`src/rtl/dma_desc_fetch.sv`:
```
module dma_desc_fetch #(
  parameter int AW         = 32,
  parameter int DW         = 32,
  parameter int BRANCH_OFS = 32
) (
  input  logic          clk,
  input  logic          rst_n,
  input  logic          start_i,
  input  logic [AW-1:0] next_desc_i,
  input  logic          cmp_status_i,
  output logic          busy_o,
  output logic          rd_req_o,
  output logic [AW-1:0] rd_addr_o,
  input  logic          rd_valid_i,
  input  logic [DW-1:0] rd_data_i,
  output logic [DW-1:0] next_o,
  output logic [DW-1:0] src_o,
  output logic [DW-1:0] dst_o,
  output logic [DW-1:0] cmd_o,
  output logic          chain_end_o,
  output logic          start_set_o,
  output logic          done_o
);
  localparam int BIT_BRANCH = 1;
  localparam int BIT_STOP   = 0;
  localparam int BIT_STIRQ  = 22;
  localparam int BIT_TPACE  = 28;
  localparam int BIT_SPACE  = 29;

  logic          busy_q, done_q, sset_q;
  logic [1:0]    idx_q;
  logic [AW-1:0] base_q;
  logic [DW-1:0] w0_q, w1_q, w2_q;
  logic [DW-1:0] next_q, src_q, dst_q, cmd_q;
  logic [AW-1:0] fetch_addr;
  logic          take, last;

  assign fetch_addr = (next_desc_i & ~AW'(15)) +
                      ((next_desc_i[BIT_BRANCH] && cmp_status_i) ? AW'(BRANCH_OFS) : '0);
  assign take = busy_q && rd_valid_i;
  assign last = take && (idx_q == 2'd3);

  always_ff @(posedge clk or negedge rst_n) begin
    if (!rst_n) begin
      busy_q <= 1'b0;
      done_q <= 1'b0;
      sset_q <= 1'b0;
      idx_q  <= '0;
      base_q <= '0;
      w0_q   <= '0;
      w1_q   <= '0;
      w2_q   <= '0;
      next_q <= '0;
      src_q  <= '0;
      dst_q  <= '0;
      cmd_q  <= '0;
    end else begin
      done_q <= 1'b0;
      sset_q <= 1'b0;
      if (!busy_q) begin
        if (start_i) begin
          busy_q <= 1'b1;
          idx_q  <= '0;
          base_q <= fetch_addr;
        end
      end else if (take) begin
        idx_q <= idx_q + 2'd1;
        case (idx_q)
          2'd0: w0_q <= rd_data_i;
          2'd1: w1_q <= rd_data_i;
          2'd2: w2_q <= rd_data_i;
          default: ;
        endcase
        if (last) begin
          busy_q <= 1'b0;
          done_q <= 1'b1;
          sset_q <= rd_data_i[BIT_STIRQ];
          next_q <= w0_q;
          src_q  <= rd_data_i[BIT_SPACE] ? {w1_q[DW-1:2], 2'b00} : w1_q;
          dst_q  <= rd_data_i[BIT_TPACE] ? {w2_q[DW-1:2], 2'b00} : w2_q;
          cmd_q  <= rd_data_i;
        end
      end
    end
  end

  assign busy_o      = busy_q;
  assign rd_req_o    = busy_q;
  assign rd_addr_o   = base_q + AW'({idx_q, 2'b00});
  assign next_o      = next_q;
  assign src_o       = src_q;
  assign dst_o       = dst_q;
  assign cmd_o       = cmd_q;
  assign chain_end_o = next_q[BIT_STOP];
  assign start_set_o = sset_q;
  assign done_o      = done_q;
endmodule


```
`config.mk`:
```
export PLATFORM = sky130hd
export DESIGN_NAME = dma_desc_fetch
export DESIGN_NICKNAME = d
export VERILOG_FILES = /design/src/rtl/dma_desc_fetch.sv
export SDC_FILE = /design/constraint.sdc
export NUM_CORES = 1
export LEC_CHECK = 0
export BUFFER_PORTS_ARGS = -buffer_cell sky130_fd_sc_hd__buf_2
export CORE_ASPECT_RATIO = 1.1
export CORE_MARGIN = 1
export CORE_UTILIZATION = 49
export CTS_CLUSTER_DIAMETER = 30
export DETAILED_ROUTE_END_ITERATION = 10
export GPL_ROUTABILITY_DRIVEN = 1
export PLACE_DENSITY_LB_ADDON = 0.05
export SYNTH_ARGS = -nofsm -noshare
export SYNTH_HDL_FRONTEND = slang
export SYNTH_SLANG_ARGS = --single-unit
```
`constraint.sdc`:
```
create_clock -name clk -period 1.75 [get_ports clk]
set_input_delay 0.2625 -clock clk [delete_from_list [all_inputs] [get_ports clk]]
set_output_delay 0.2625 -clock clk [all_outputs]
set_load 0.05 [all_outputs]
```
==> implementation parameters, run 1 <==
Parameter                              Value

GRT
  Overall overflow remaining after global route    0
  Number of antenna violations at the first check in global routing    0
  Wire length of the first global-routing pass    39,900 µm
  Via count of the first global-routing pass    7,898
  Pin count of the biggest net entering global routing    56
  Overall global routing resource usage    0.233

Worst setup path
  Worst R2R End    dst_o[31]$_DFFE_PN0P_
  Sort of element at the end of the critical path    flop
  Register-to-Register Setup Slack    0.20 ns
  CP max stage delay    0.39 ns
  Critical path launch point type    flop
  FF-to-FF path depth    6
  Endpoint arrival time on the critical path    2.00 ns
  Critical-path maximum fanout    52
  Critical path data required time    2.21 ns
  Crit path kind    flop to flop
  Cells along the critical path    and2_1 > nand2_4 > buf_12 > buf_4 > nand2_1 > nand2_1
  Cell type with the highest occurrence count on the critical path    nand2_1
  Slowest stage cell, crit path    dfrtp_2
  Worst reg2reg path startpoint    busy_o$_DFF_PN0_
  Critical path launch point    busy_o$_DFF_PN0_

Timing
  Unrepaired setup endpoints after global routing    no
  Part of the cycle the worst path needs    0.884
  Endpoints failing setup    0
  Shortest period the worst path allows    1.55 ns
  Worst clock skew    0.0185 ns
  Final slew viol count    0
  Final Hold Viols    0
  Upper clock frequency limit    0.647 GHz

Placement
  Number of buffers inserted by port buffering    228
  Placed inst area    12,100 µm²
  Placed cell count    1,439
  Final Wtd Congestion    0.745
  Post-detail-place hpwl    15,300 µm

Route
  DRT antenna net count    0
  Total Wirelength    23,900 µm
  Number of vias in the routed layout    7,718
  Count of routing violations after the opening detailed-route iteration    370
  Pre-antenna DRT Iters    4
  Wirelength per Cell    15.4 µm
  Post-detailed-route DRC marker count    0
  DR vias/cell    4.99

Clock network
  Library cell used as clock root buffer    clkbuf_16
  CTS-repair resized insts    0
  Worst-path clk slew    0.05 ns
  Clock tree from TritonCTS    done
  Clock sink total    257
  Number of buffers between clock root and the deepest sink    3
  Insertion delay of the later-clocked pin in the worst-skew pair    0.52 ns
  H-tree depth    2
  Number of buffers added by the clock tree synthesis step    44

Cells and area
  Layout net count    1,334
  Area growth from synthesis to final layout    36.4%
  Filler cell count    1,636
  Final std cells w/o fill    1,548
  Count of inserted antenna diode cells    0
  Share of final-layout standard cells stronger than drive strength 1    0.318
  Final non-filler cell area    14,000 µm²

Logic synthesis
  Mapped Cells    959
  Top cells by area, synth    dfrtp_1 63%, nand2_1 15%, mux2_1 6.2%, mux2_2 4.4%, clkbuf_1 1.2%
  Synthesized area    10,300 µm²
  Leading cell types by count after synthesis    412 x nand2_1, 257 x dfrtp_1, 56 x mux2_1
  Area leader, netlist    dfrtp_1
  Number of flops mapped to enable cells by yosys    0
  Main synth FF type    dfrtp_1
  Flops & latches, synth    257
  Synth Area per Inst    10.7 µm²
  Netlist cell types    44
  Most common cell in the synthesized netlist    nand2_1
  Portion of synthesized cell area occupied by the leading cell type    0.627
  Post-synthesis async set-or-reset flop share    1.00
  YS warnings    0
  Seq/Total Area, Yosys    0.627

Hold path
  Worst Hold Class    input pin to flop
  Worst Min Path Start    start_i
  Worst hold stages    3
  Hold Crit Endpoint    busy_o$_DFF_PN0_

Pwr
  Total leakage power    7.21 nW
  Power density relative to cell area    2270 nW/µm²
  VDD IR-drop max    1360 µV

Run
  Max-cap violations    0

Floorplanning
  Number of placement rows    55
  Overall die width    140 µm
  Placeable core area    20,500 µm²
  I/O pin count    234
  Area enclosed by the die boundary    21,500 µm²
  Starting density of the core    0.500
  DIE HEIGHT    154 µm

Outcome
  Result of the run    finished clean
==> stage by stage <==
stage,hold WS [ns],TNS [ns],utilization,setup slack (ns),power (W)
3_5_place_dp,0.208,-0.305,0.588,-0.104,0.0226
3_3_place_gp,0.207,-0.164,0.588,-0.0772,0.0223
5_1_grt,0.0150,0,0.682,0.0952,0.0334
2_1_floorplan,-0.0331,-0.327,-,-0.151,0.0192
4_1_cts,0.000370,0,0.682,0.207,0.0321
6_report,0.0157,0,0.682,0.204,0.0318
==> what timing repair did <==
item	in CTS	in global routing
hold buffers	29	0
buffers inserted	0	0
hold endpoints to repair	106	0
endpoints found under the setup margin	0	0
==> metal layers <==
metal  wire length [µm]  vias up  global-route usage
met5                  0        -                   0
met4                372        0              0.0649
met3               1470       33              0.0604
met2              11600      208               0.391
met1              10400     3752               0.300
li1                   -     3725                   -
==> power breakdown <==
group | total [W] | switching, W | internal, W
Combinational | 0.0123 | 0.00901 | 0.00334
Sequential | 0.0102 | 0.00141 | 0.00874
Clock | 0.00928 | 0.00294 | 0.00634
Total | 0.0318 | 0.0134 | 0.0184
==> placed cells by master (no fill, tap or decap), types with 10 or more instances in the layout <==
master	count
a31oi_1	11
buf_12	14
buf_2	227
buf_4	35
clkbuf_16	45
dfrtp_1	254
dlygate4sd3_1	29
mux2_1	56
mux2_2	40
nand2_1	408
nor2_1	19
xnor2_1	10
==> kinds of logic (layout without fill, tap and decap cells) <==
family,after synthesis,count (layout),share of synthesized area
other,1,2,0.000366
AO/OA/AOI/OAI,39,39,0.0242
flip-flops,257,257,0.627
AND/OR/NAND/NOR,485,485,0.195
buffers and inverters,60,392,0.0272
multiplexers,97,97,0.106
XOR/XNOR,13,13,0.0111
adder cells (fa/ha/maj),7,7,0.00854
==> how the worst max path moves through the flow <==
stage | to | slack [ns] | cells past startpoint
floorplan | base_q[29]$_DFFE_PN0P_ | -0.15 | 9
global placement | base_q[29]$_DFFE_PN0P_ | -0.08 | 8
detailed placement | base_q[29]$_DFFE_PN0P_ | -0.10 | 8
CTS | rd_req_o | 0.21 | 2
global route | src_o[17]$_DFFE_PN0P_ | 0.1 | 6
finish | dst_o[31]$_DFFE_PN0P_ | 0.20 | 6
==> critical path, delay by kind of cell (launching register included) <==
| kind | cells | cell delay, ns |
|---|---|---|
| buffers and inverters | 2 | 0.55 |
| flip-flops | 1 | 0.39 |
| AND/OR/NAND/NOR | 4 | 0.54 |
==> registers in the layout, indices dropped and copies added, names as in the netlist <==
signal	flops
w0_q	32
next_o	32
w1_q	32
start_set_o	1
base_q	28
busy_o	1
src_o	32
idx_q	2
done_o	1
w2_q	32
dst_o	32
cmd_o	32
==> area by class of cell <==
cell class,count,area (µm²),area share
Sequential cell,257,6430,0.460
Multi-Input combinational cell,643,3590,0.257
Timing Repair Buffer,306,1980,0.142
Clock buffer,55,1230,0.0882
Clock inverter,25,390,0.0279
Tap cell,256,320,0.0229
Inverter,6,27.5,0.00197
Power figures use the tool's default switching activity.
==> run 2, diff against run 1 <==
Clock period 1.75 ns to 1.2 ns, I/O delays scaled along.
==> implementation parameters, run 2 (synthesis results as in run 1) <==
Parameter                              Value

GRT
  Wire length of the first global-routing pass    41,000 µm (+2.7%)
  Overall global routing resource usage    0.239 (+0.00620)
  Via count of the first global-routing pass    8,013 (+1.5%)
  Overall overflow remaining after global route    0 (unchanged)
  Pin count of the biggest net entering global routing    48 (-14%)
  Number of antenna violations at the first check in global routing    0 (unchanged)

Placement
  Post-detail-place hpwl    15,900 µm (+4.1%)
  Final Wtd Congestion    0.819 (+9.9%)
  Placed inst area    12,500 µm² (+3.6%)
  Number of buffers inserted by port buffering    228 (unchanged)
  Placed cell count    1,462 (+1.6%)

Cells and area
  Total area of multi-input combinational cells    3940 µm² (+9.8%)
  Leading cell types in the layout, fill and taps excluded    408 x nand2_1, 254 x dfrtp_1, 203 x buf_2
  Final non-filler cell area    15,100 µm² (+8.2%)
  Count of inserted antenna diode cells    0 (unchanged)
  Seq. cell area    6430 µm² (unchanged)
  Area growth from synthesis to final layout    47.6%
  Most common cell after layout, fill and taps aside    nand2_1
  Filler cell count    1,469 (-10%)
  Final std cells w/o fill    1,605 (+3.7%)
  Share of final-layout standard cells stronger than drive strength 1    0.359 (+0.0407)
  Layout net count    1,387 (+4.0%)

Pwr
  VDD IR-drop max    2160 µV (+59%)
  Power density relative to cell area    3250 nW/µm² (+43%)
  Total leakage power    7.80 nW (+8.3%)

Timing
  WHS    0.0303 ns (+0.0146 ns)
  Final setup slack of the worst path    -0.247 ns (-0.450 ns)
  Shortest period the worst path allows    1.45 ns
  Worst relative slew slack    0.632
  Endpoints failing setup    417 (+417)
  Part of the cycle the worst path needs    1.21
  Final slew viol count    0 (unchanged)
  Unrepaired setup endpoints after global routing    yes
  Worst clock skew    0.0149 ns (-0.00359 ns)
  Worst-margin pin slew    0.552 ns
  Upper clock frequency limit    0.691 GHz
  Final Hold Viols    0 (unchanged)

Clock network
  Clock tree from TritonCTS    done
  Worst-path clk slew    0.05 ns (about the same)
  Clock sink total    257 (unchanged)
  Number of buffers between clock root and the deepest sink    3 (unchanged)
  Insertion delay of the later-clocked pin in the worst-skew pair    0.54 ns (+0.02 ns)
  Number of buffers added by the clock tree synthesis step    48 (+9.1%)
  Library cell used as clock root buffer    clkbuf_16
  H-tree depth    2 (unchanged)

Hold path
  Worst Hold Class    input pin to flop
  Worst Min Path Start    next_desc_i[5]
  Hold Crit Endpoint    base_q[5]$_DFFE_PN0P_
  Worst hold stages    4 (+1)

Worst setup path
  Critical path data required time    1.02 ns (-1.19 ns)
  Worst R2R End    w1_q[12]$_DFFE_PN0P_
  Sort of element at the end of the critical path    output pin
  Endpoint arrival time on the critical path    1.27 ns (-0.73 ns)
  Critical path launch point type    flop
  Critical-path maximum fanout    4 (-92%)
  Crit path kind    flop to output pin
  Worst reg2reg path startpoint    idx_q[1]$_DFFE_PN0P_
  Register-to-Register Setup Slack    -0.25 ns (-0.45 ns)
  FF-to-FF path depth    5 (-1)

Floorplanning
  Placeable core area    20,500 µm² (unchanged)
  Number of placement rows    55 (unchanged)
  Overall die width    140 µm (unchanged)
  DIE HEIGHT    154 µm (unchanged)
  Starting density of the core    0.500 (unchanged)
  Area enclosed by the die boundary    21,500 µm² (unchanged)
  I/O pin count    234 (unchanged)

Route
  Number of vias in the routed layout    8,007 (+3.7%)
  Post-detailed-route DRC marker count    0 (unchanged)
  DR vias/cell    4.99 (about the same)
  Wirelength per Cell    16.2 µm (+4.8%)
  Pre-antenna DRT Iters    4 (unchanged)
  DRT antenna net count    0 (unchanged)
  Total Wirelength    26,000 µm (+8.6%)
  Count of routing violations after the opening detailed-route iteration    371 (+0.27%)

Outcome
  Result of the run    complete, but fails checks
  Violated checks    negative setup slack

Run
  Max-cap violations    0 (unchanged)
## run 2: cell count changes in the layout (fill, tap and decap cells not counted), moves of 8 or more
cell	previous run	this run
buf_2	227	203
clkbuf_16	45	53
buf_4	35	54
buf_6	0	24
mux2_1	56	39
mux2_4	0	45
dlygate4sd3_1	29	40
mux2_2	40	12
## run 2: how the worst max path moves through the flow
stage	to	depth (start not counted)	start	slack (ns)
floorplan	base_q[29]$_DFFE_PN0P_	9	cmp_status_i	-0.62
global route	rd_addr_o[3]	2	idx_q[1]$_DFFE_PN0P_	-0.28
finish	rd_addr_o[3]	2	idx_q[1]$_DFFE_PN0P_	-0.25
global placement	base_q[29]$_DFFE_PN0P_	8	cmp_status_i	-0.52
CTS	w0_q[21]$_DFFE_PN0P_	4	idx_q[0]$_DFFE_PN0P_	-0.26
detailed placement	base_q[29]$_DFFE_PN0P_	8	cmp_status_i	-0.57
## run 2: timing repair
action,CTS,global route
setup endpoints to repair,417,418
setup buffers,2,4
gates cloned,2,7
hold buffers,40,0
hold endpoints to repair,394,0
gates resized for setup,42,45
pin swaps,2,3
## run 2: area by class of cell
type	instances	share of cell area
flip-flops and latches	257	0.425
clock inverters	27	0.0226
well taps	256	0.0212
inverters	6	0.00273
clock buffers	61	0.0886
repair buffers	351	0.179
multi-input cells	647	0.260
## run 2: critical path, cell delays in order, from the launching register on
cell     delay [ns]
dfrtp_2        0.45
buf_6          0.14
buf_12         0.14
## run 2: through the flow
step / setup TNS [ns] / power, W / setup slack [ns] / util
after floorplan: -79.58 / 0.0295 / -0.618 / -
after global placement: -50.04 / 0.0336 / -0.521 / 0.610
after detailed placement: -51.97 / 0.0340 / -0.569 / 0.610
after CTS: -69.34 / 0.0487 / -0.262 / 0.721
after global routing: -79.38 / 0.0516 / -0.285 / 0.738
final: -58.78 / 0.0492 / -0.247 / 0.738
## run 2: where the power goes
part	switching, W	internal [W]
Sequential	0.00225	0.0128
Combinational	0.0137	0.00669
Clock	0.00452	0.00923
## run 2: per-layer routing
| metal | vias to the layer above | global-route usage | part of all wire |
|---|---|---|---|
| met4 | 0 | 0.0769 | 0.017 |
| met1 | 3905 | 0.319 | 0.45 |
| met3 | 38 | 0.0557 | 0.058 |
| met2 | 227 | 0.388 | 0.48 |
| met5 | - | 0 | 0 |
| li1 | 3837 | - | - |
==> run 3, diff against run 2 <==
Settings changed: PLACE_DENSITY from default to 0.76, PLACE_DENSITY_LB_ADDON 0.05 to default, SETUP_SLACK_MARGIN from default to 0.02, SLEW_MARGIN from default to 10.
==> implementation parameters, run 3 (synthesis results as in run 1) <==
Parameter                              Value

Route
  Post-detailed-route DRC marker count    0 (unchanged)
  Count of routing violations after the opening detailed-route iteration    414 (+12%)
  Wirelength per Cell    16.7 µm (+3.3%)
  DR vias/cell    5.11 (+2.5%)
  Total Wirelength    26,900 µm (+3.6%)
  Pre-antenna DRT Iters    4 (unchanged)
  DRT antenna net count    0 (unchanged)
  Number of vias in the routed layout    8,229 (+2.8%)

Timing
  Shortest period the worst path allows    1.46 ns (+0.00830 ns)
  Part of the cycle the worst path needs    1.21 (+0.00692)
  Final slew viol count    0 (unchanged)
  Worst clock skew    0.0144 ns (-0.000501 ns)
  Final Hold Viols    0 (unchanged)
  Worst-margin pin slew    0.555 ns (+0.00257 ns)
  Worst relative slew slack    0.630 (-0.00171)
  Final setup slack of the worst path    -0.255 ns (-0.00830 ns)
  Endpoints failing setup    395 (-5.3%)
  Total Neg Setup Slack    -49.74 ns (+9.04 ns)
  Upper clock frequency limit    0.687 GHz (-0.57%)
  Unrepaired setup endpoints after global routing    yes

Outcome
  Result of the run    complete, but fails checks
  Violated checks    negative setup slack

Hold path
  Worst Min Path Start    rd_valid_i
  Worst Hold Class    input pin to flop
  Worst hold stages    4 (unchanged)
  Hold Crit Endpoint    idx_q[0]$_DFFE_PN0P_

Floorplanning
  I/O pin count    234 (unchanged)
  Starting density of the core    0.500 (unchanged)
  Area enclosed by the die boundary    21,500 µm² (unchanged)
  Placeable core area    20,500 µm² (unchanged)
  Overall die width    140 µm (unchanged)
  DIE HEIGHT    154 µm (unchanged)
  Number of placement rows    55 (unchanged)

Worst setup path
  Critical path data required time    1.59 ns (+0.57 ns)
  Worst reg2reg path startpoint    idx_q[1]$_DFFE_PN0P_
  FF-to-FF path depth    5 (unchanged)
  Register-to-Register Setup Slack    -0.26 ns (about the same)
  Critical path launch point type    flop
  Endpoint arrival time on the critical path    1.84 ns (+0.57 ns)
  Worst R2R End    w1_q[17]$_DFFE_PN0P_
  Critical-path maximum fanout    12 (+8)
  Sort of element at the end of the critical path    flop
  Crit path kind    flop to flop

Cells and area
  Leading cell types in the layout, fill and taps excluded    408 x nand2_1, 254 x dfrtp_1, 211 x buf_2
  Layout net count    1,396 (+0.65%)
  Share of final-layout standard cells stronger than drive strength 1    0.364 (+0.00485)
  Most common cell after layout, fill and taps aside    nand2_1
  Filler cell count    1,367 (-6.9%)
  Final std cells w/o fill    1,609 (+0.25%)
  Total area of multi-input combinational cells    3960 µm² (+0.54%)
  Area growth from synthesis to final layout    45.7%
  Count of inserted antenna diode cells    0 (unchanged)
  Seq. cell area    6430 µm² (unchanged)

Pwr
  Switch share    0.421 (+0.00455)
  Switching pwr    0.0204 W (-0.50%)
  Power share of the sequential group    0.311 (+0.006)
  Clock group share of total power    0.269 (-0.011)
  Power density relative to cell area    3240 nW/µm² (-0.33%)
  Part of the power in combinational logic    0.420 (+0.005)
  Total leakage power    7.75 nW (-0.65%)
  VDD IR-drop max    2420 µV (+12%)
  Internal Dissipation    0.0280 W (-2.3%)

Clock network
  Number of buffers between clock root and the deepest sink    3 (unchanged)
  H-tree depth    2 (unchanged)
  Clock tree from TritonCTS    done
  Clock sink total    257 (unchanged)
  Worst-path clk slew    0.06 ns (about the same)
  Number of buffers added by the clock tree synthesis step    44 (-8.3%)
  Insertion delay of the later-clocked pin in the worst-skew pair    0.51 ns (-0.03 ns)
  Library cell used as clock root buffer    clkbuf_16

Placement
  Worst slack, placed    -0.566 ns (+0.00374 ns)
  Post-detail-place hpwl    16,600 µm (+4.8%)
  Placed cell count    1,480 (+1.2%)
  Number of buffers inserted by port buffering    228 (unchanged)
  Final Wtd Congestion    0.871 (+6.3%)

Run
  Max-cap violations    0 (unchanged)

GRT
  Wire length of the first global-routing pass    43,800 µm (+7.0%)
  Number of antenna violations at the first check in global routing    0 (unchanged)
  Overall overflow remaining after global route    0 (unchanged)
  Via count of the first global-routing pass    8,480 (+5.8%)
  Overall global routing resource usage    0.259 (+0.0199)
  Pin count of the biggest net entering global routing    46 (-4.2%)
-- run 3: cell types whose count changed in the layout (fill, tap and decap cells not counted), sizes merged --
cell,previous run,this run
dlygate4sd3,40,37
inv,12,9
buf,307,326
nand2,416,417
clkinvlp,5,4
clkbuf,65,56
bufinv,6,7
clkinv,10,9
-- run 3: per-stage QoR --
stage	power, W	util	hold slack [ns]	cell area, µm²
5_1_grt	0.0507	0.729	0.0497	14900
3_5_place_dp	0.0341	0.616	0.105	12600
4_1_cts	0.0484	0.725	0.0209	14900
2_1_floorplan	0.0295	-	-0.116	11000
3_3_place_gp	0.0336	0.616	0.106	12600
6_report	0.0484	0.729	0.0430	14900
-- run 3: power groups by stage --
stage                     combinational (W)  sequential (W)  clock (W)
final                                0.0203          0.0151     0.0130
after global routing                 0.0216          0.0155     0.0136
after CTS                            0.0202          0.0150     0.0132
after global placement               0.0188          0.0148          0
after detailed placement             0.0192          0.0150          0
after floorplan                     0.00663          0.0229          0
-- run 3: final cells by class --
cell class / count / share of cell area
clock buffer: 56 / 0.0835
clock inverter: 23 / 0.0216
inverter: 6 / 0.00218
sequential: 257 / 0.431
timing repair buffer: 363 / 0.176
multi-input combinational: 648 / 0.265
tap: 256 / 0.0214
-- run 3: layer usage --
metal  part of all wire  global-route usage  vias up
li1                   -                   -     3871
met1               0.41               0.321     4036
met2               0.51               0.451      269
met3              0.059              0.0557       53
met4              0.023              0.0869        0
met5                  0                   0        -
-- run 3: repair_timing --
item,CTS,global route
gates resized for setup,21,37
pin swaps,3,0
buffers inserted,8,0
setup endpoints to repair,402,407
gates cloned,5,0
hold buffers,37,0
hold endpoints to repair,386,0
-- run 3: worst max-delay path, cell delays in order (launching register included) --
cell and delay, ns:
dfrtp_2 0.46, inv_2 0.10, ha_2 0.23, nand2_8 0.08, buf_12 0.16, mux2_4 0.30
-- run 3: worst max path at each step --
stage / start / to / slack [ns]
floorplan: cmp_status_i / base_q[29]$_DFFE_PN0P_ / -0.62
global placement: cmp_status_i / base_q[29]$_DFFE_PN0P_ / -0.54
detailed placement: cmp_status_i / base_q[29]$_DFFE_PN0P_ / -0.57
CTS: idx_q[1]$_DFFE_PN0P_ / next_o[21]$_DFFE_PN0P_ / -0.26
global route: idx_q[1]$_DFFE_PN0P_ / w1_q[17]$_DFFE_PN0P_ / -0.30
finish: idx_q[1]$_DFFE_PN0P_ / w1_q[17]$_DFFE_PN0P_ / -0.26
